==> src/rtl/irq_seq_pkg.sv <==
package irq_seq_pkg;

    localparam int XLEN      = 32;
    localparam int LVL_W     = 4;
    localparam int MASK_LSB  = 4;
    localparam int VEC_BASE  = 64;
    localparam int VEC_SHIFT = 2;
    localparam int MIN_STALL = 13;

    typedef logic [XLEN-1:0]  word_t;
    typedef logic [LVL_W-1:0] lvl_t;

    localparam word_t PTR_STEP    = word_t'(4);
    localparam word_t RST_PC_ADDR = word_t'(0);
    localparam word_t RST_SP_ADDR = word_t'(4);
    localparam word_t MASK_FIELD  = word_t'((1 << LVL_W) - 1) << MASK_LSB;
    localparam word_t SR_RESET    = MASK_FIELD;

    typedef enum logic [3:0] {
        S_RST_PC, S_RST_SP, S_IDLE, S_ACK, S_PUSH_SR,
        S_PUSH_PC, S_FETCH, S_PAD, S_COMMIT
    } seq_state_t;

    typedef struct packed {
        word_t sr;
        word_t pc;
        word_t sp;
        word_t vbr;
    } core_ctx_t;

    function automatic lvl_t mask_of(input word_t sr);
        return sr[MASK_LSB +: LVL_W];
    endfunction

    function automatic word_t with_mask(input word_t sr, input lvl_t lvl);
        return (sr & ~MASK_FIELD) | (word_t'(lvl) << MASK_LSB);
    endfunction

    function automatic word_t vec_addr(input word_t vbr, input lvl_t lvl);
        return vbr + ((word_t'(VEC_BASE) + word_t'(lvl >> 1)) << VEC_SHIFT);
    endfunction

endpackage

==> src/rtl/irq_seq_gate.sv <==
module irq_seq_gate
    import irq_seq_pkg::*;
(
    input  logic clk,
    input  logic rst,
    input  logic busy,
    input  logic boundary,
    input  logic delay_slot,
    input  lvl_t irq_level,
    input  lvl_t cur_mask,
    output lvl_t pend,
    output logic accept
);

    always_ff @(posedge clk) begin
        if (rst)
            pend <= '0;
        else if (!busy)
            pend <= irq_level;
    end

    assign accept = !busy && boundary && !delay_slot && (pend > cur_mask);

    AST_PEND_FROZEN: assert property (@(posedge clk) disable iff (rst)
        $past(busy) |-> $stable(pend));

endmodule

==> src/rtl/irq_seq_timer.sv <==
module irq_seq_timer #(
    parameter int MIN_STALL = 13,
    localparam int CW = $clog2(MIN_STALL)
) (
    input  logic          clk,
    input  logic          rst,
    input  logic          start,
    output logic [CW-1:0] cnt,
    output logic          min_met
);

    localparam logic [CW-1:0] LAST    = CW'(MIN_STALL - 1);
    localparam logic [CW-1:0] PAD_END = CW'(MIN_STALL - 2);

    always_ff @(posedge clk) begin
        if (rst)
            cnt <= LAST;
        else if (start)
            cnt <= '0;
        else if (cnt != LAST)
            cnt <= cnt + 1'b1;
    end

    assign min_met = (cnt >= PAD_END);

endmodule

==> src/rtl/irq_seq_ctrl.sv <==
module irq_seq_ctrl
    import irq_seq_pkg::*;
#(
    parameter int CW = 4
) (
    input  logic          clk,
    input  logic          rst,
    input  logic          accept,
    input  lvl_t          pend,
    input  core_ctx_t     ctx,
    input  logic          min_met,
    input  logic [CW-1:0] cnt,
    input  word_t         mem_rdata,
    input  logic          mem_ready,
    output logic          stall,
    output logic          ack_valid,
    output lvl_t          ack_level,
    output logic          mem_req,
    output logic          mem_we,
    output word_t         mem_addr,
    output word_t         mem_wdata,
    output logic          commit,
    output word_t         pc_wdata,
    output word_t         sp_wdata,
    output word_t         sr_wdata
);

    seq_state_t state;
    logic       rst_seq;
    core_ctx_t  ctx_q;
    lvl_t       lvl_q;
    word_t      npc_q;
    word_t      nsp_q;

    always_ff @(posedge clk) begin
        if (rst) begin
            state   <= S_RST_PC;
            rst_seq <= 1'b1;
            ctx_q   <= '0;
            lvl_q   <= '0;
            npc_q   <= '0;
            nsp_q   <= '0;
        end else begin
            unique case (state)
                S_IDLE: if (accept) begin
                    state   <= S_ACK;
                    rst_seq <= 1'b0;
                    ctx_q   <= ctx;
                    lvl_q   <= pend;
                end
                S_ACK:     state <= S_PUSH_SR;
                S_PUSH_SR: if (mem_ready) state <= S_PUSH_PC;
                S_PUSH_PC: if (mem_ready) begin
                    nsp_q <= ctx_q.sp - (PTR_STEP << 1);
                    state <= S_FETCH;
                end
                S_FETCH: if (mem_ready) begin
                    npc_q <= mem_rdata;
                    state <= S_PAD;
                end
                S_PAD:    if (min_met) state <= S_COMMIT;
                S_RST_PC: if (mem_ready) begin
                    npc_q <= mem_rdata;
                    state <= S_RST_SP;
                end
                S_RST_SP: if (mem_ready) begin
                    nsp_q <= mem_rdata;
                    state <= S_COMMIT;
                end
                S_COMMIT: state <= S_IDLE;
                default:  state <= S_IDLE;
            endcase
        end
    end

    always_comb begin
        mem_req   = 1'b0;
        mem_we    = 1'b0;
        mem_addr  = '0;
        mem_wdata = '0;
        case (state)
            S_PUSH_SR: begin
                mem_req   = 1'b1;
                mem_we    = 1'b1;
                mem_addr  = ctx_q.sp - PTR_STEP;
                mem_wdata = ctx_q.sr;
            end
            S_PUSH_PC: begin
                mem_req   = 1'b1;
                mem_we    = 1'b1;
                mem_addr  = ctx_q.sp - (PTR_STEP << 1);
                mem_wdata = ctx_q.pc;
            end
            S_FETCH: begin
                mem_req  = 1'b1;
                mem_addr = vec_addr(ctx_q.vbr, lvl_q);
            end
            S_RST_PC: begin
                mem_req  = 1'b1;
                mem_addr = RST_PC_ADDR;
            end
            S_RST_SP: begin
                mem_req  = 1'b1;
                mem_addr = RST_SP_ADDR;
            end
            default: ;
        endcase
    end

    assign stall     = (state != S_IDLE);
    assign ack_valid = (state == S_ACK);
    assign ack_level = lvl_q;
    assign commit    = (state == S_COMMIT);
    assign pc_wdata  = npc_q;
    assign sp_wdata  = nsp_q;
    assign sr_wdata  = rst_seq ? SR_RESET : with_mask(ctx_q.sr, lvl_q);

    AST_ACK_PULSE: assert property (@(posedge clk) disable iff (rst)
        ack_valid |=> !ack_valid);
    AST_MEM_HOLD: assert property (@(posedge clk) disable iff (rst)
        (mem_req && !mem_ready) |=> (mem_req && $stable(mem_addr) && $stable(mem_we)));
    AST_PC_PUSH_SLOT: assert property (@(posedge clk) disable iff (rst)
        (mem_req && mem_we && mem_wdata == ctx.pc && state == S_PUSH_PC)
            |-> mem_addr == ctx.sp - (PTR_STEP << 1));
    AST_MASK_RAISED: assert property (@(posedge clk) disable iff (rst)
        (commit && !rst_seq) |-> (mask_of(sr_wdata) > mask_of(ctx.sr)
            && (sr_wdata & ~MASK_FIELD) == (ctx.sr & ~MASK_FIELD)));
    AST_STALL_FLOOR: assert property (@(posedge clk) disable iff (rst)
        (commit && !rst_seq) |-> cnt == CW'(MIN_STALL - 1));

endmodule

==> src/rtl/irq_entry_seq.sv <==
module irq_entry_seq
    import irq_seq_pkg::*;
(
    input  logic        clk,
    input  logic        rst,
    input  logic [3:0]  irq_level,
    input  logic        boundary,
    input  logic        delay_slot,
    input  logic [31:0] cur_pc,
    input  logic [31:0] cur_sp,
    input  logic [31:0] cur_sr,
    input  logic [31:0] cur_vbr,
    output logic        stall,
    output logic        pc_we,
    output logic [31:0] pc_wdata,
    output logic        sp_we,
    output logic [31:0] sp_wdata,
    output logic        sr_we,
    output logic [31:0] sr_wdata,
    output logic        ack_valid,
    output logic [3:0]  ack_level,
    output logic        mem_req,
    output logic        mem_we,
    output logic [31:0] mem_addr,
    output logic [31:0] mem_wdata,
    input  logic [31:0] mem_rdata,
    input  logic        mem_ready
);

    localparam int CW = $clog2(MIN_STALL);

    lvl_t          pend;
    logic          accept;
    logic [CW-1:0] cnt;
    logic          min_met;
    logic          commit;
    core_ctx_t     ctx;

    assign ctx = '{sr: cur_sr, pc: cur_pc, sp: cur_sp, vbr: cur_vbr};

    irq_seq_gate i_gate (
        .clk        (clk),
        .rst        (rst),
        .busy       (stall),
        .boundary   (boundary),
        .delay_slot (delay_slot),
        .irq_level  (irq_level),
        .cur_mask   (mask_of(cur_sr)),
        .pend       (pend),
        .accept     (accept)
    );

    irq_seq_timer #(.MIN_STALL(MIN_STALL)) i_timer (
        .clk     (clk),
        .rst     (rst),
        .start   (accept),
        .cnt     (cnt),
        .min_met (min_met)
    );

    irq_seq_ctrl #(.CW(CW)) i_ctrl (
        .clk       (clk),
        .rst       (rst),
        .accept    (accept),
        .pend      (pend),
        .ctx       (ctx),
        .min_met   (min_met),
        .cnt       (cnt),
        .mem_rdata (mem_rdata),
        .mem_ready (mem_ready),
        .stall     (stall),
        .ack_valid (ack_valid),
        .ack_level (ack_level),
        .mem_req   (mem_req),
        .mem_we    (mem_we),
        .mem_addr  (mem_addr),
        .mem_wdata (mem_wdata),
        .commit    (commit),
        .pc_wdata  (pc_wdata),
        .sp_wdata  (sp_wdata),
        .sr_wdata  (sr_wdata)
    );

    assign pc_we = commit;
    assign sp_we = commit;
    assign sr_we = commit;

    AST_ACK_AT_BOUNDARY: assert property (@(posedge clk) disable iff (rst)
        ack_valid |-> $past(boundary && !delay_slot));

endmodule

==> config.mk <==
export PLATFORM = sky130hd
export DESIGN_NAME = irq_entry_seq
export DESIGN_NICKNAME = d
export VERILOG_FILES = /design/src/rtl/irq_seq_pkg.sv /design/src/rtl/irq_seq_gate.sv /design/src/rtl/irq_seq_timer.sv /design/src/rtl/irq_seq_ctrl.sv /design/src/rtl/irq_entry_seq.sv
export SDC_FILE = /design/constraint.sdc
export NUM_CORES = 1
export LEC_CHECK = 0
export BUFFER_PORTS_ARGS = -buffer_cell sky130_fd_sc_hd__buf_4
export CAP_MARGIN = 25
export CORE_UTILIZATION = 52
export DETAILED_ROUTE_END_ITERATION = 8
export PLACE_DENSITY_LB_ADDON = 0.08
export SETUP_SLACK_MARGIN = 0.4
export SLEW_MARGIN = 20
export SYNTH_ARGS = -nofsm -noshare
export SYNTH_HDL_FRONTEND = slang
export SYNTH_SLANG_ARGS = --single-unit
==> constraint.sdc <==
create_clock -name clk -period 2.8 [get_ports clk]
set_input_delay 0.28 -clock clk [delete_from_list [all_inputs] [get_ports clk]]
set_output_delay 0.28 -clock clk [all_outputs]
set_load 0.005 [all_outputs]
# Word-level counts from Yosys, hierarchy flattened
# Index checks and enable logic that the tools add are counted.
[totals]
register_bits = 209
in_bits = 169
word_cells = 71
[op_classes]
add_sub_neg = 5
n_lt_le_gt_ge = 2
n_eq_ne = 17
muxes = 18
n_bitwise = 1
n_reduce_logical = 16
[ops]
columns = ["op", "n"]
rows = [
  ["32-bit case mux with 2 select lines", 2],
  ["32-bit case mux with 4 select lines", 1],
  ["32-bit two-way mux", 3],
  ["4-bit two-way mux", 9],
  ["32-bit adder", 1],
  ["32-bit by 8-bit OR with 32-bit output", 1],
  ["4-bit case mux with 8 select lines", 1],
  ["32-bit by 3-bit subtractor with 32-bit output, second input constant", 1],
  ["32-bit by 4-bit subtractor with 32-bit output, second input constant", 1],
  ["4-bit by 3-bit == test with 1-bit output, second input constant", 4],
  ["2-bit inequality test, second input constant", 6],
  ["7-bit by 3-bit adder with 8-bit output, first input constant", 1],
  ["4-bit by 2-bit == test with 1-bit output, second input constant", 2],
  ["7-bit AND reduction", 1],
  ["2-bit OR reduction", 3],
  ["5-bit OR reduction", 1],
  ["4-bit by 1-bit adder with 4-bit output, second input constant", 1],
  ["4-bit by 1-bit == test with 1-bit output, second input constant", 1],
  ["4-bit == test, second input constant", 1],
  ["4-bit greater-or-equal comparator, second input constant", 1],
  ["4-bit > comparator", 1],
  ["4-bit logical NOT", 1],
  ["4-bit by 2-bit inequality test with 1-bit output, second input constant", 1],
  ["4-bit inequality test, second input constant", 1],
  ["7 further kinds", 13],
]

# Longest topological paths before layout
# Gate-level depths: netlist (run 1).
[logic_depth]
ltp_word = 7
mapped_depth = 10

# Modules after synthesis
# A second synthesis (run 1) with hierarchy kept.
[unflattened]
cells_unflattened = 1425
hier_area_um2 = 10572.6
[modules_own_cells]
columns = ["mod", "n_inst", "cells_each", "area_per_inst_um2", "seq_area_each_um2"]
rows = [
  ["irq_seq_ctrl", 1, 1372, 10089.7, 4023.9],
  ["irq_seq_gate", 1, 28, 261.5, 80.1],
  ["irq_seq_timer", 1, 23, 206.4, 80.1],
  ["irq_entry_seq", 1, 2, 15.0, 0.0],
]

# Worst setup path before layout (run 1)
# Ideal clock, no wire load.
[synth_timing]
kind = "reg2out"
from = "reg i_ctrl.ctx_q[36] (netlist bit)"
to = "out mem_addr[29]"
t_arrival_ns = 2.098
required_time_ns = 2.520
setup_slack_ns = 0.422
stages_incl_launch_ff = 10
cell_sequence = "dfxtp_1 -> clkbuf_1 -> inv_1 -> ha_1 -> clkbuf_1 -> nor4b_2 -> nand4_2 -> nor4_2 -> a21oi_1 -> o22ai_1"
[synth_between]
elab_chain_len = 2
[synth_lines]
columns = ["item", "line_no", "text"]
rows = [
  ["start, declared", "irq_seq_ctrl.sv:30", "core_ctx_t ctx_q;"],
  ["start signal, assigned", "irq_seq_ctrl.sv:48", "ctx_q <= ctx;"],
  ["32-bit by 4-bit subtractor with 32-bit output / 32-bit by 3-bit subtractor with 32-bit output (equally long branches)", "irq_seq_ctrl.sv:91, irq_seq_ctrl.sv:85", ""],
  ["32-bit case mux with 4 select lines *", "irq_seq_ctrl.sv:81", "case (state)"],
  ["end, declared", "irq_entry_seq.sv:24", "output logic [31:0] mem_addr,"],
]
# Mark *: on every way between the ends. The rest lies on a longest branch, timed or not.

# Final worst setup path (run 1)
[layout_timing]
from = "reg i_ctrl.lvl_q[1], in the netlist i_ctrl.ack_level[1]"
to = "out mem_addr[14]"
[layout_between]
elab_chain_len = 3
[layout_lines]
columns = ["item", "line_no", "text"]
rows = [
  ["start, declared", "irq_seq_ctrl.sv:31", "lvl_t lvl_q;"],
  ["start signal, assigned", "irq_seq_ctrl.sv:49", "lvl_q <= pend;"],
  ["7-bit by 3-bit adder with 8-bit output", "irq_seq_pkg.sv:40", "return vbr + ((word_t'(VEC_BASE) + word_t'(lvl >> 1)) << VEC_SHIFT);"],
  ["32-bit adder", "irq_seq_pkg.sv:40", ""],
  ["32-bit case mux with 4 select lines", "irq_seq_ctrl.sv:81", ""],
]
# No other way between the ends.

==> impl.org, run 1 <==
** Outcome
- The run finished, with violations left.
- The final reports fail on setup timing.

** Final layout
- The finished cells cover 15700 sq um.
- Relative to the synthesized area, the layout overhead comes to 48.0%.
- After the last flow step, the layout net total stands at 1962.
- Layout cell share with drive strength beyond 1 :: 33.5%
- Diode insertion count for antenna repair :: 0
- Final cell count without fillers :: 2060

** Route
- In the final routed layout, each cell accounts on average for 19.3 um.
- Final routed DRC violation total :: 0
- In this run, the number of DRC markers left after iteration 0 of detailed routing was 1015.
- For this run, the detailed router's first-pass iteration total came to 5.
- Using the TritonRoute via totals, the vias-per-cell ratio works out to 5.82.
- The final layout contains routed wiring with a total length of 39800 um.
- Vias :: 11993
- Number of nets still failing antenna checks after routing :: 0

** Synthesis
- Distinct cells, synth :: 71
- A synthesized cell averages 7.58 sq um.
- Number of enable flip-flop cells after synthesis :: 0
- Mapped Cells :: 1399
- Synthesized Nets :: 1580
- Number of warnings printed during yosys synthesis :: 0
- Sequential area share after synthesis :: 39.5%
- Mapped cell area :: 10600 sq um
- The most used flip-flop cell after synthesis is sky130_fd_sc_hd__dfxtp_1.
- In this run the biggest area consumer among cell types represents 39.5% of the synthesized area.
- Flip-flop and latch count after synthesis :: 209
- Biggest area contributors in the synthesized netlist :: sky130_fd_sc_hd__dfxtp_1, sky130_fd_sc_hd__nand2_1, sky130_fd_sc_hd__a21oi_1
- Synth async-reset ratio :: 0%
- The largest total area in the synthesized netlist belongs to sky130_fd_sc_hd__dfxtp_1.

** Power
- Maximum resistive drop on vdd :: 402 uV
- PD cells :: 509 nW/um^2
- Leakage dissipation :: 6.31 nW

** Critical path
- Largest stage delay on the critical path :: 0.36 ns
- The critical path in this run is classified as flop to output pin.
- STA classifies the critical path endpoint as an output pin.
- STA classifies the critical path startpoint as a flop.
- Critical Path Slowest Stage Cell :: sky130_fd_sc_hd__dfxtp_4
- Worst EP arrival :: 2.66 ns
- Along the worst path, the maximum fanout reaches 6.
- Data required time at the worst endpoint :: 2.52 ns
- Walking the worst path, the cells encountered are ha_4, fa_2, a21o_1, a21oi_4, buf_6, nor4b_1, xnor2_1, o221ai_2, buf_4.

** STA
- Fin crit share :: 105%
- Measured against its own limit, the worst slew margin works out to 47.2%.
- Final Slew Violations :: 0
- Setup slack on the critical path of the routed design comes to -0.140 ns.
- Unrepaired setup endpoints after global routing :: yes
- Number of setup violations in the final report :: 12
- The number of hold violations in the final report came to 0.
- Highest clock rate :: 340 MHz
- On the final layout, the worst hold slack is 0.00496 ns.
- Clock tree skew after final layout :: 0.0305 ns
- Transition time at the pin with the least slew margin :: 0.789 ns
- Clock period minus worst slack :: 2.94 ns

** Die
- Die ar. :: 21000 sq um
- Effective utilization at floorplan :: 53.8%
- The total area inside the core boundary comes to 19700 sq um.
- Vert. Die Dim :: 145 um
- Std cell rows :: 51
- From left edge to right edge, the die measures 145 um.
- 340 I/O pins were placed.

** Placement
- Detailed placement finished with a half-perimeter wire length of 27000 um.
- Number of input and output port buffers inserted :: 339
- Placer Congestion :: 0.906
- Once placement finished, the instance area stood at 13500 sq um.
- Worst slack after detailed placement :: 0.238 ns
- The number of placed instances, taps included, is 1948.

** GRT
- Largest net degree at the start of global routing :: 76
- Number of global-route vias before repair :: 10825
- Initial antenna violation count :: 0
- Total congestion overflow :: 0
- Global Route Usage Sum :: 36.2%
- The first global-routing pass estimated 58900 um of wire.

** Clock tree
- Count of H-tree levels built during CTS :: 1
- Clock slew seen by the registers of the worst setup and hold paths :: 0.06 ns
- The root buffer cell chosen for the clock tree is sky130_fd_sc_hd__clkbuf_16.
- The clock reaches the later pin of the worst-skew pair after 0.53 ns.
- TritonCTS built the clock tree.
- Clock tree synthesis inserted a total of 23 buffers.
- Number of buffers on the longest clock path :: 3
- Counting every sink on the clock net gives 209.

** Flow run
- Max-cap violations in this run came to 0.

** Min path
- Worst min-delay path class :: input pin to flop
-- state kept, by name, indices dropped and copies added (netlist names) --
name and cells:
i_timer.cnt 4, i_gate.pend 4, i_ctrl.pc_wdata 32, i_ctrl.state 4, i_ctrl.sp_wdata 32, i_ctrl.ack_level 4, i_ctrl.rst_seq 1, i_ctrl.ctx_q 128
-- synth_stat cells (4+ instances only) --
library cell and count:
sky130_fd_sc_hd__nor2_1 52, sky130_fd_sc_hd__a32oi_1 7, sky130_fd_sc_hd__clkbuf_1 81, sky130_fd_sc_hd__nor4b_1 4, sky130_fd_sc_hd__nor4_1 9, sky130_fd_sc_hd__buf_4 4
sky130_fd_sc_hd__mux2i_1 8, sky130_fd_sc_hd__nor3_2 4, sky130_fd_sc_hd__or2_2 7, sky130_fd_sc_hd__nand2b_1 8, sky130_fd_sc_hd__buf_6 11, sky130_fd_sc_hd__dfxtp_1 209
sky130_fd_sc_hd__ha_1 11, sky130_fd_sc_hd__a31oi_1 4, sky130_fd_sc_hd__nand4_1 9, sky130_fd_sc_hd__or3_1 7, sky130_fd_sc_hd__o21ai_1 5, sky130_fd_sc_hd__or4_1 6
sky130_fd_sc_hd__xnor2_1 47, sky130_fd_sc_hd__buf_2 19, sky130_fd_sc_hd__o21ai_0 28, sky130_fd_sc_hd__a211o_1 5, sky130_fd_sc_hd__inv_1 15, sky130_fd_sc_hd__o22ai_1 23
sky130_fd_sc_hd__nor3_1 28, sky130_fd_sc_hd__nand3_1 21, sky130_fd_sc_hd__nand3b_1 4, sky130_fd_sc_hd__o211ai_1 8, sky130_fd_sc_hd__a22oi_1 4, sky130_fd_sc_hd__and4_1 8
sky130_fd_sc_hd__nor2b_1 32, sky130_fd_sc_hd__nand2_1 386, sky130_fd_sc_hd__xor2_1 6, sky130_fd_sc_hd__o221ai_1 7, sky130_fd_sc_hd__a22o_1 35, sky130_fd_sc_hd__a21oi_1 209
sky130_fd_sc_hd__and3_1 4, sky130_fd_sc_hd__nor3b_1 6, sky130_fd_sc_hd__a31o_2 5, sky130_fd_sc_hd__a21o_1 9
-- metrics by stage --
step	TNS (ns)	power, mW	util, %
after floorplan	0	3.92	-
after global placement	0	4.56	68.4
after detailed placement	0	4.59	68.4
after CTS	-1.35	7.93	77.4
after global routing	-1.78	8.27	79.5
final	-0.939	7.99	79.5
-- layer usage --
layer  global-route usage [%]  part of all wire (%)  vias to the layer above
met3                     6.98                   9.3                      107
met4                     14.0                   3.3                        0
met2                     56.0                    46                      665
met5                        0                     0                        -
met1                     49.5                    41                     5606
li1                         -                     -                     5615
-- layout make-up --
class | count | area (sq um)
Multi-Input combinational cell | 1059 | 6370
Sequential cell | 209 | 4230
Fill cell | 1350 | 4030
Timing Repair Buffer | 472 | 3870
Clock buffer | 30 | 642
Tap cell | 265 | 332
Clock inverter | 9 | 176
Inverter | 16 | 65.1
-- worst paths after layout --
path                                    start                                to  slack [ns]  cells past startpoint
max          i_ctrl.ack_level[1]$_SDFFE_PP0P_                      mem_addr[14]       -0.14                      9
min reg2reg  i_ctrl.sp_wdata[26]$_SDFFE_PP0P_  i_ctrl.sp_wdata[26]$_SDFFE_PP0P_        0.45                      2
min                                cur_pc[20]     i_ctrl.ctx_q[84]$_SDFFE_PP0P_       0.005                      3
max reg2reg      i_ctrl.state[3]$_SDFFE_PP0P_     i_ctrl.ctx_q[65]$_SDFFE_PP0P_        0.48                      8
-- cell usage in the layout (no fill, tap or decap), types with 6 or more instances in the layout --
cell type	instances
sky130_fd_sc_hd__clkbuf_16	24
sky130_fd_sc_hd__nor2_1	42
sky130_fd_sc_hd__and4_1	7
sky130_fd_sc_hd__buf_6	19
sky130_fd_sc_hd__nor2b_1	31
sky130_fd_sc_hd__dfxtp_1	193
sky130_fd_sc_hd__xnor2_1	41
sky130_fd_sc_hd__a21oi_1	207
sky130_fd_sc_hd__or3_1	6
sky130_fd_sc_hd__o21ai_0	26
sky130_fd_sc_hd__o22ai_1	21
sky130_fd_sc_hd__nor4_4	7
sky130_fd_sc_hd__o21ai_1	6
sky130_fd_sc_hd__nor3_1	15
sky130_fd_sc_hd__a32oi_1	7
sky130_fd_sc_hd__buf_12	10
sky130_fd_sc_hd__nand2b_1	6
sky130_fd_sc_hd__o211ai_1	8
sky130_fd_sc_hd__or2_2	7
sky130_fd_sc_hd__nor2_4	7
sky130_fd_sc_hd__mux2i_1	8
sky130_fd_sc_hd__buf_4	410
sky130_fd_sc_hd__nor3_4	7
sky130_fd_sc_hd__nand3_1	20
sky130_fd_sc_hd__dfxtp_4	9
sky130_fd_sc_hd__inv_1	12
sky130_fd_sc_hd__dfxtp_2	7
sky130_fd_sc_hd__a21o_1	9
sky130_fd_sc_hd__a22o_1	35
sky130_fd_sc_hd__nor3_2	11
sky130_fd_sc_hd__dlygate4sd3_1	28
sky130_fd_sc_hd__nand2_1	381
sky130_fd_sc_hd__nand4_1	9
sky130_fd_sc_hd__ha_1	6
-- repair_timing --
item | CTS | global route
endpoints found under the hold margin | 28 | 0
buffers inserted | 24 | 16
pin swaps | 27 | 41
resized for setup | 104 | 54
endpoints found under the setup margin | 63 | 48
hold buffers | 28 | 0
gates cloned | 2 | 2
-- worst max-delay path: cells and delay by family, from the launching register on --
family / cells / cell delay, ns
compound gates: 3 / 0.56
xor+xnor: 1 / 0.32
flops: 1 / 0.36
simple gates: 1 / 0.07
fa+ha+maj: 2 / 0.51
buf+inv: 2 / 0.32
-- cell families (layout without fill, tap and decap cells) --
kind of cell | after synthesis | count (layout) | share of synthesized area (%)
AO/OA/AOI/OAI | 374 | 375 | 21.4
XOR/XNOR | 53 | 53 | 4.38
adder cells (fa/ha/maj) | 12 | 12 | 1.49
buffers and inverters | 132 | 527 | 5.82
flip-flops | 209 | 209 | 39.5
multiplexers | 8 | 8 | 0.756
AND/OR/NAND/NOR | 611 | 611 | 26.6
-- power breakdown --
group | switching, mW | internal (mW) | leakage (nW)
Sequential | 0.126 | 3.13 | 1.70
Clock | 1.24 | 2.07 | 0.399
Combinational | 0.713 | 0.721 | 4.21
Power figures use the tool's default switching activity.
==> run 2: changes to the inputs <==
--- a/config.mk
+++ b/config.mk
@@ -9,7 +9,7 @@
 export CAP_MARGIN = 25
 export CORE_UTILIZATION = 52
 export DETAILED_ROUTE_END_ITERATION = 8
-export PLACE_DENSITY_LB_ADDON = 0.08
+export PLACE_DENSITY = 0.78
 export SETUP_SLACK_MARGIN = 0.4
 export SLEW_MARGIN = 20
 export SYNTH_ARGS = -nofsm -noshare
==> run 2 against run 1 <==
The flow still finishes with violations (setup timing). Combinational power fell by 3%. Register-to-register slack improved by 0.07 ns. Utilization fell by 1.7 points. Largest cell class unchanged. Largest power group unchanged.
==> impl.org, run 2 (synthesis results as in run 1) <==
** Route
- The first routing iteration left 795 violations.
- In the final routed layout, each cell accounts on average for 19.6 um.
- Vias :: 11759
- Using the TritonRoute via totals, the vias-per-cell ratio works out to 5.78.
- Number of nets still failing antenna checks after routing :: 0
- Drt first pass iters :: 5
- Final wirelength :: 39800 um
- After detailed routing, the number of remaining DRC violations is 0.

** Die
- 340 I/O pins were placed.
- For this configuration, the core starts out at a cell density of 53.8%.
- Die ar. :: 21000 sq um
- The floorplan step set the die height to 145 um.
- Std cell rows :: 51
- Width of the die :: 145 um
- Placeable core region :: 19700 sq um

** STA
- For the pin with the worst max-slew slack, the measured transition is 0.899 ns.
- Number of setup violations in the final report :: 14
- Final Slew Violations :: 0
- Clock tree skew after final layout :: 0.00915 ns
- Highest clock rate :: 334 MHz
- Fin crit share :: 107%
- Final Hold Violating Endpoints :: 0
- Slew headroom :: 39.9%
- Setup repair after global routing could not meet its margin everywhere.
- Once routing completed, OpenROAD measured the worst setup slack at -0.196 ns.
- After layout, the minimum clock period comes to 3.00 ns.

** Final layout
- Number of nets in the final layout :: 1934
- Area grow syn2layout :: 44.9%
- In the final layout, flip-flops and latches occupy 4230 sq um.
- Measured on the finished design, the core utilization comes to 77.9%.
- Number of fillers in the final layout :: 1448
- Number of flip-flops in the largest register :: 128
- Area occupied by multi-input gates :: 6350 sq um
- i_ctrl.ctx_q holds more flip-flops than any other register.
- 0 antenna diodes ended up in the layout.
- Most common cell after layout, fill and taps aside :: sky130_fd_sc_hd__buf_4
- The library cells used most frequently in the layout, excluding fill and tap cells, are sky130_fd_sc_hd__buf_4, sky130_fd_sc_hd__nand2_1, sky130_fd_sc_hd__a21oi_1.
- Layout cell share with drive strength beyond 1 :: 34.2%

** Clock tree
- TritonCTS clock tree :: built
- Clock Tree Root :: sky130_fd_sc_hd__clkbuf_16
- Counting every sink on the clock net gives 209.
- Number of buffers on the longest clock path :: 3
- For the worst-skew pair, the clock arrives at the later sink with an insertion delay of 0.51 ns.
- TritonCTS created 23 clock buffers.
- Clock slew seen by the registers of the worst setup and hold paths :: 0.07 ns
- CTS built an H-tree with a depth of 1.

** Placement
- Worst slack after detailed placement :: 0.224 ns
- Port buffering added 339 buffers.
- Routability-driven placement finished with a final weighted congestion of 0.927.
- Sum of net half-perimeters after detailed placement :: 27500 um

** Power
- For this design the ratio of total power to cell area is 512 nW/um^2.
- Maximum resistive drop on vdd :: 487 uV
- In this run the static leakage power is 6.19 nW.

** Outcome
- The flow ran to the end, but the final reports show violations.
- Violated checks :: setup timing

** Critical path
- Data on the critical path arrives at its endpoint at 2.72 ns.
- Data on the critical path is required at its endpoint by 2.52 ns.
- The worst setup path is captured at an output pin.
- STA classifies the critical path startpoint as a flop.
- Critical path class :: flop to output pin
- Of all nets on the critical path, the largest fanout is 6.

** GRT
- Largest net degree at the start of global routing :: 120
- Global Route Usage Sum :: 36.6%
- Total congestion overflow :: 0
- The number of global-route vias before repair came to 10994.
- Wire length of the first global-routing pass :: 59300 um
- Initial antenna violation count :: 0

** Flow run
- Count of maximum capacitance violations :: 0

** Min path
- The tightest min-delay check is of the input pin to flop type.
## run 2: where the power goes
part / total (mW) / switching (mW) / internal [mW]
Sequential: 3.23 / 0.112 / 3.12
Combinational: 1.39 / 0.702 / 0.684
Clock: 3.24 / 1.22 / 2.02
## run 2: what timing repair did
item,in CTS,in global routing
hold buffers,0,0
buffers inserted,27,21
endpoints found under the setup margin,67,125
resized for setup,122,39
gates cloned,3,1
pin swaps,37,36
## run 2: stage by stage
| stage | setup TNS (ns) | area [sq um] | hold WS (ns) | cells | total power [mW] |
|---|---|---|---|---|---|
| global placement | 0 | 13400 | 0.440 | 1940 | 4.56 |
| floorplan | 0 | 10600 | 0.416 | 1399 | 3.92 |
| finish | -1.64 | 15400 | 0.00879 | 2033 | 7.86 |
| CTS | -1.13 | 15000 | 0.000529 | 2010 | 7.84 |
| global route | -2.39 | 15400 | 0.0131 | 2033 | 8.17 |
| detailed placement | 0 | 13400 | 0.445 | 1940 | 4.58 |
## run 2: layout make-up
| class | count | area share, % |
|---|---|---|
| multi-input combinational | 1058 | 41.4 |
| sequential | 209 | 27.6 |
| timing repair buffer | 445 | 23.2 |
| clock buffer | 28 | 4.00 |
| tap | 265 | 2.16 |
| clock inverter | 12 | 1.23 |
| inverter | 16 | 0.424 |
## run 2: metal layers
layer	track usage, %	up-vias	share of wire (%)
met5	0	-	0
met4	17.2	0	4.6
met3	8.59	113	8.7
met2	60.9	606	47
met1	44.7	5495	39
li1	-	5545	-
## run 2: path summary, 6_finish.rpt
| check | startpoint | to | slack, ns | cells past startpoint |
|---|---|---|---|---|
| max | i_ctrl.ack_level[1]$_SDFFE_PP0P_ | mem_addr[12] | -0.20 | 9 |
| min | irq_level[1] | i_gate.pend[1]$_SDFFE_PP0N_ | 0.009 | 3 |
| max reg2reg | i_gate.pend[1]$_SDFFE_PP0N_ | i_ctrl.ctx_q[37]$_SDFFE_PP0P_ | 0.55 | 7 |
| min reg2reg | i_ctrl.ctx_q[65]$_SDFFE_PP0P_ | i_ctrl.ctx_q[65]$_SDFFE_PP0P_ | 0.45 | 2 |
## run 2: worst max-delay path, stage by stage (launching register included)
cell	delay, ns
sky130_fd_sc_hd__dfxtp_4	0.35
sky130_fd_sc_hd__ha_4	0.16
sky130_fd_sc_hd__fa_2	0.40
sky130_fd_sc_hd__a21o_1	0.24
sky130_fd_sc_hd__a21oi_4	0.20
sky130_fd_sc_hd__buf_6	0.18
sky130_fd_sc_hd__nor3b_1	0.07
sky130_fd_sc_hd__xnor2_1	0.16
sky130_fd_sc_hd__o22ai_1	0.27
sky130_fd_sc_hd__buf_4	0.17
==> run 3: changes to the inputs <==
--- a/config.mk
+++ b/config.mk
@@ -14,4 +14,5 @@
 export SLEW_MARGIN = 20
 export SYNTH_ARGS = -nofsm -noshare
 export SYNTH_HDL_FRONTEND = slang
+export SYNTH_HIERARCHICAL = 1
 export SYNTH_SLANG_ARGS = --single-unit
==> run 3 against run 2 <==
The flow still finishes with violations (setup timing). Worst hold slack lost 0.0041 ns. Clock-buffer cell count grew 1. Highest routed layer unchanged. Sequential cell count is the same. Worst setup slack lost 0.41 ns. Total power shrank 9.8%. Sequential share of layout area shrank 1.2 points. Critical endpoint is now mem_addr[27]. Synthesized cell count grew 1.9%. Utilization grew 3.1 points. Largest power group is now registers. Sequential power shrank 3%.
==> impl.org, run 3 <==
** Clock tree
- The clock net in this run drives a total of 209 sinks.
- The number of clock buffers added by TritonCTS is 23.
- TritonCTS clock tree :: built
- Count of H-tree levels built during CTS :: 1
- Clock latency on the worst-skew pair, taken at its later pin, is 0.52 ns.
- The clock passes through at most 3 buffers.
- Clock Tree Root :: sky130_fd_sc_hd__clkbuf_16
- Clock slew seen by the registers of the worst setup and hold paths :: 0.07 ns

** Synthesis
- Of all cell types, the one taking the most synthesized area is sky130_fd_sc_hd__dfxtp_1.
- Top cells by count, synth :: sky130_fd_sc_hd__nand2_1, sky130_fd_sc_hd__dfxtp_1, sky130_fd_sc_hd__a21oi_1
- Yosys instantiated no cell more often than sky130_fd_sc_hd__nand2_1.
- Flip-flop cell with the highest count after synthesis :: sky130_fd_sc_hd__dfxtp_1
- Distinct cells, synth :: 69
- In this run, synthesis inferred 0 flip-flops with an integrated enable.
- The mapped netlist covers 10600 sq um.
- Mapped Cells :: 1425
- Counting flops with an async set or reset pin after synthesis yields a share of 0%.
- The share of synthesized area in the top cell type comes to 39.6%.
- Biggest area contributors in the synthesized netlist :: sky130_fd_sc_hd__dfxtp_1, sky130_fd_sc_hd__nand2_1, sky130_fd_sc_hd__a21oi_1
- Flip-flop and latch count after synthesis :: 209
- After synthesis, the mean cell area works out to 7.42 sq um.
- Synthesized Nets :: 1606
- Sequential area share after synthesis :: 39.6%
- Number of warnings printed during yosys synthesis :: 6

** Final layout
- Number of nets in the final layout :: 1985
- The register with the most flip-flops in the layout has 128 of them.
- Diode insertion count for antenna repair :: 0
- Final cell count without fillers :: 2082
- The top cell types in the final layout, fill and taps aside, are sky130_fd_sc_hd__buf_4, sky130_fd_sc_hd__nand2_1, sky130_fd_sc_hd__a21oi_1.
- Most common cell after layout, fill and taps aside :: sky130_fd_sc_hd__buf_4
- Cells with a size suffix above 1 make up 35.9% of the layout.
- The finished cells cover 16000 sq um.
- Most flop-heavy register :: i_ctrl/ctx_q
- Counting the fill cells in the layout gives 1345.
- Area grow syn2layout :: 51.1%

** Power
- Clock network power share :: 42.1%
- Total power of the final layout :: 7.09 mW
- Internal portion of total power :: 5.33 mW
- PD cells :: 444 nW/um^2
- Sequential fraction of design power :: 44.3%
- IR analysis of the VDD net gives a maximum drop of 452 uV.
- Sw Pwr :: 1.76 mW
- Leakage dissipation :: 6.72 nW
- Sw frac :: 24.9%
- Part of the total power dissipated in combinational logic :: 13.6%

** Critical path
- The slowest stage of the critical path is the sky130_fd_sc_hd__or4_4 cell.
- Measured in cells, the most critical reg-to-reg path has a length of 9.
- At the worst endpoint, the required time is 2.52 ns.
- Critical path, cell by cell :: or4_4, buf_4, or4_4, buf_6, o41ai_2, o31a_1, o22ai_2, buf_4
- Internal reg-to-reg setup slack :: 0.27 ns
- In this design, the stage delay of the slowest critical-path cell is 0.56 ns.
- The critical path contains buffers and inverters numbering 3 combined.
- Data arrives at the worst endpoint at 3.12 ns.
- Of all nets on the critical path, the largest fanout is 5.
- STA classifies the critical path endpoint as an output pin.
- The worst register-to-register path begins at i_ctrl/ctx_q[38]$_SDFFE_PP0P_.
- CP Launch Type :: flop
- In this run the critical register-to-register path is captured at i_ctrl/sp_wdata[15]$_SDFFE_PP0P_.
- The critical path is of the flop to output pin type.
- CP top delay family :: simple AND/OR/NAND/NOR gates

** Placement
- Once placement completed, the tool counted placed cells totaling 1981.
- Sum of net half-perimeters after detailed placement :: 28000 um
- Placer Congestion :: 0.991
- Buffers placed on the I/O ports in this run total 339.
- After detailed placement, the total cell area comes to 13600 sq um.

** STA
- Summed over all failing endpoints, the final setup total negative slack is -4.55 ns.
- Clock tree skew after final layout :: 0.0205 ns
- Across all setup checks in the final design, the least slack found is -0.602 ns.
- Transition time at the pin with the least slew margin :: 0.763 ns
- Clock period minus worst slack :: 3.40 ns
- Final Slew Violations :: 0
- Unrepaired setup endpoints after global routing :: yes
- The number of hold violations in the final report is 0.
- Fin crit share :: 122%
- Hold timing on the final database bottoms out at a slack of 0.00472 ns.
- Number of setup violations in the final report :: 15
- For this run, the top clock speed supported by timing is 294 MHz.
- Slew headroom :: 49.1%

** GRT
- The number of global-route vias before repair was 11386.
- Largest net degree at the start of global routing :: 88
- The number of antenna violations at the first check in global routing was 0.
- Total congestion overflow :: 0
- Global routing consumed, on the met3 layer, 8.01% of the routing resources.
- Wire length of the first global-routing pass :: 61900 um
- In this run the most used layer during global routing was met2.
- Global routing usage on met1 :: 49.4%
- Global routing met2 resource utilization :: 62.2%
- Global Route Usage Sum :: 38.3%

** Min path
- In this run the most critical hold path is launched from cur_sp[9].
- Worst Hold End :: i_ctrl/ctx_q[41]$_SDFFE_PP0P_
- The worst hold path belongs to the class input pin to flop.
- The worst hold path passes through 3 cells.

** Outcome
- Violated checks :: setup timing
- Result of the run :: complete, but fails checks

** Die
- Vert. Die Dim :: 145 um
- The die covers 20900 sq um.
- The floorplan step set the die width to 145 um.
- For this configuration, the core starts out at a cell density of 53.6%.
- The floorplan has 51 rows.
- The region available for standard cell placement spans 19700 sq um.
- 340 I/O pins were placed.

** Route
- The final layout contains routed wiring with a total length of 43700 um.
- The routed layout has 12691 vias.
- In this run the remaining antenna-violating nets after routing total 0.
- Final routed DRC violation total :: 0
- In the final routed layout, each cell accounts on average for 21.0 um.
- Via density :: 6.10
- In this run, the number of DRC markers left after iteration 0 of detailed routing was 1530.
- The first detailed-routing pass took 6 iterations.

** Flow run
- Count of maximum capacitance violations :: 0
[run 3: changes by cell type after synthesis, sizes merged, moves of 11 or more]
cell	delta
clkbuf	+30
buf	-25
xnor2	-24
xor2	+20
nor3	-13
o22ai	-11
[run 3: power by group through the flow]
| stage | logic [mW] | registers [mW] | clock network [mW] |
|---|---|---|---|
| 6_report | 0.965 | 3.14 | 2.98 |
| 3_3_place_gp | 0.858 | 3.20 | 0 |
| 2_1_floorplan | 0.385 | 3.20 | 0 |
| 4_1_cts | 0.923 | 3.14 | 3.01 |
| 5_1_grt | 1.04 | 3.15 | 3.12 |
| 3_5_place_dp | 0.871 | 3.20 | 0 |
[run 3: cell families after synthesis]
logic type	count (synthesis)	synth area share [%]
muxes	11	1.04
xor gates and xnor gates	49	4.06
buffers and inverters	141	5.31
DFF	209	39.6
adders and majority gates	12	1.49
and+or+nand+nor	631	26.9
AOI/OAI and AO/OA	372	21.6
[run 3: repair_timing]
action                                 in CTS  in global routing
endpoints found under the hold margin       0                  0
cloned                                      4                  5
pin swaps                                  45                 41
setup endpoints to repair                  67                199
hold buffers                                0                  0
buffers inserted                           39                 15
gates resized for setup                   148                 73
[run 3: layout make-up]
cell class                      instances  area (sq um)  share of cell area [%]
Multi-Input combinational cell       1077          6690                    41.9
Sequential cell                       209          4210                    26.4
Timing Repair Buffer                  473          3950                    24.7
Clock buffer                           29           628                    3.93
Tap cell                              265           332                    2.08
Clock inverter                          9          98.8                   0.619
Inverter                               20          75.1                   0.470
[run 3: worst register-to-register path: cells and delay by family, from the launching register on]
family,cells,cell delay (ns)
AOI/OAI and AO/OA,2,0.40
xor gates and xnor gates,1,0.17
buffers and inverters,4,0.49
DFF,1,0.31
and+or+nand+nor,2,1.08
[run 3: worst max-delay path by stage]
| stage | from | to | slack [ns] | depth (start not counted) |
|---|---|---|---|---|
| 2_1_floorplan | i_ctrl/ctx_q[38]$_SDFFE_PP0P_ | mem_addr[25] | -0.05 | 8 |
| 3_3_place_gp | i_ctrl/ack_level[1]$_SDFFE_PP0P_ | mem_addr[30] | -0.27 | 8 |
| 3_5_place_dp | i_ctrl/ctx_q[37]$_SDFFE_PP0P_ | mem_addr[25] | 0.02 | 6 |
| 4_1_cts | i_ctrl/ctx_q[37]$_SDFFE_PP0P_ | mem_addr[27] | -0.51 | 7 |
| 5_1_grt | i_ctrl/ctx_q[38]$_SDFFE_PP0P_ | mem_addr[27] | -0.64 | 8 |
| 6_report | i_ctrl/ctx_q[43]$_SDFFE_PP0P_ | mem_addr[27] | -0.60 | 8 |
[run 3: through the flow]
stage	setup slack, ns	utilization, %
after floorplan	-0.0450	-
after global placement	-0.266	69.2
after detailed placement	0.0159	69.2
after CTS	-0.511	78.2
after global routing	-0.635	81.0
final	-0.602	81.0
[run 3: metal layers]
layer  wire length, um  up-vias
met2             19600      874
met1             16800     5928
met3              4930      208
met5                 0        -
met4              2400        0
li1                  -     5681
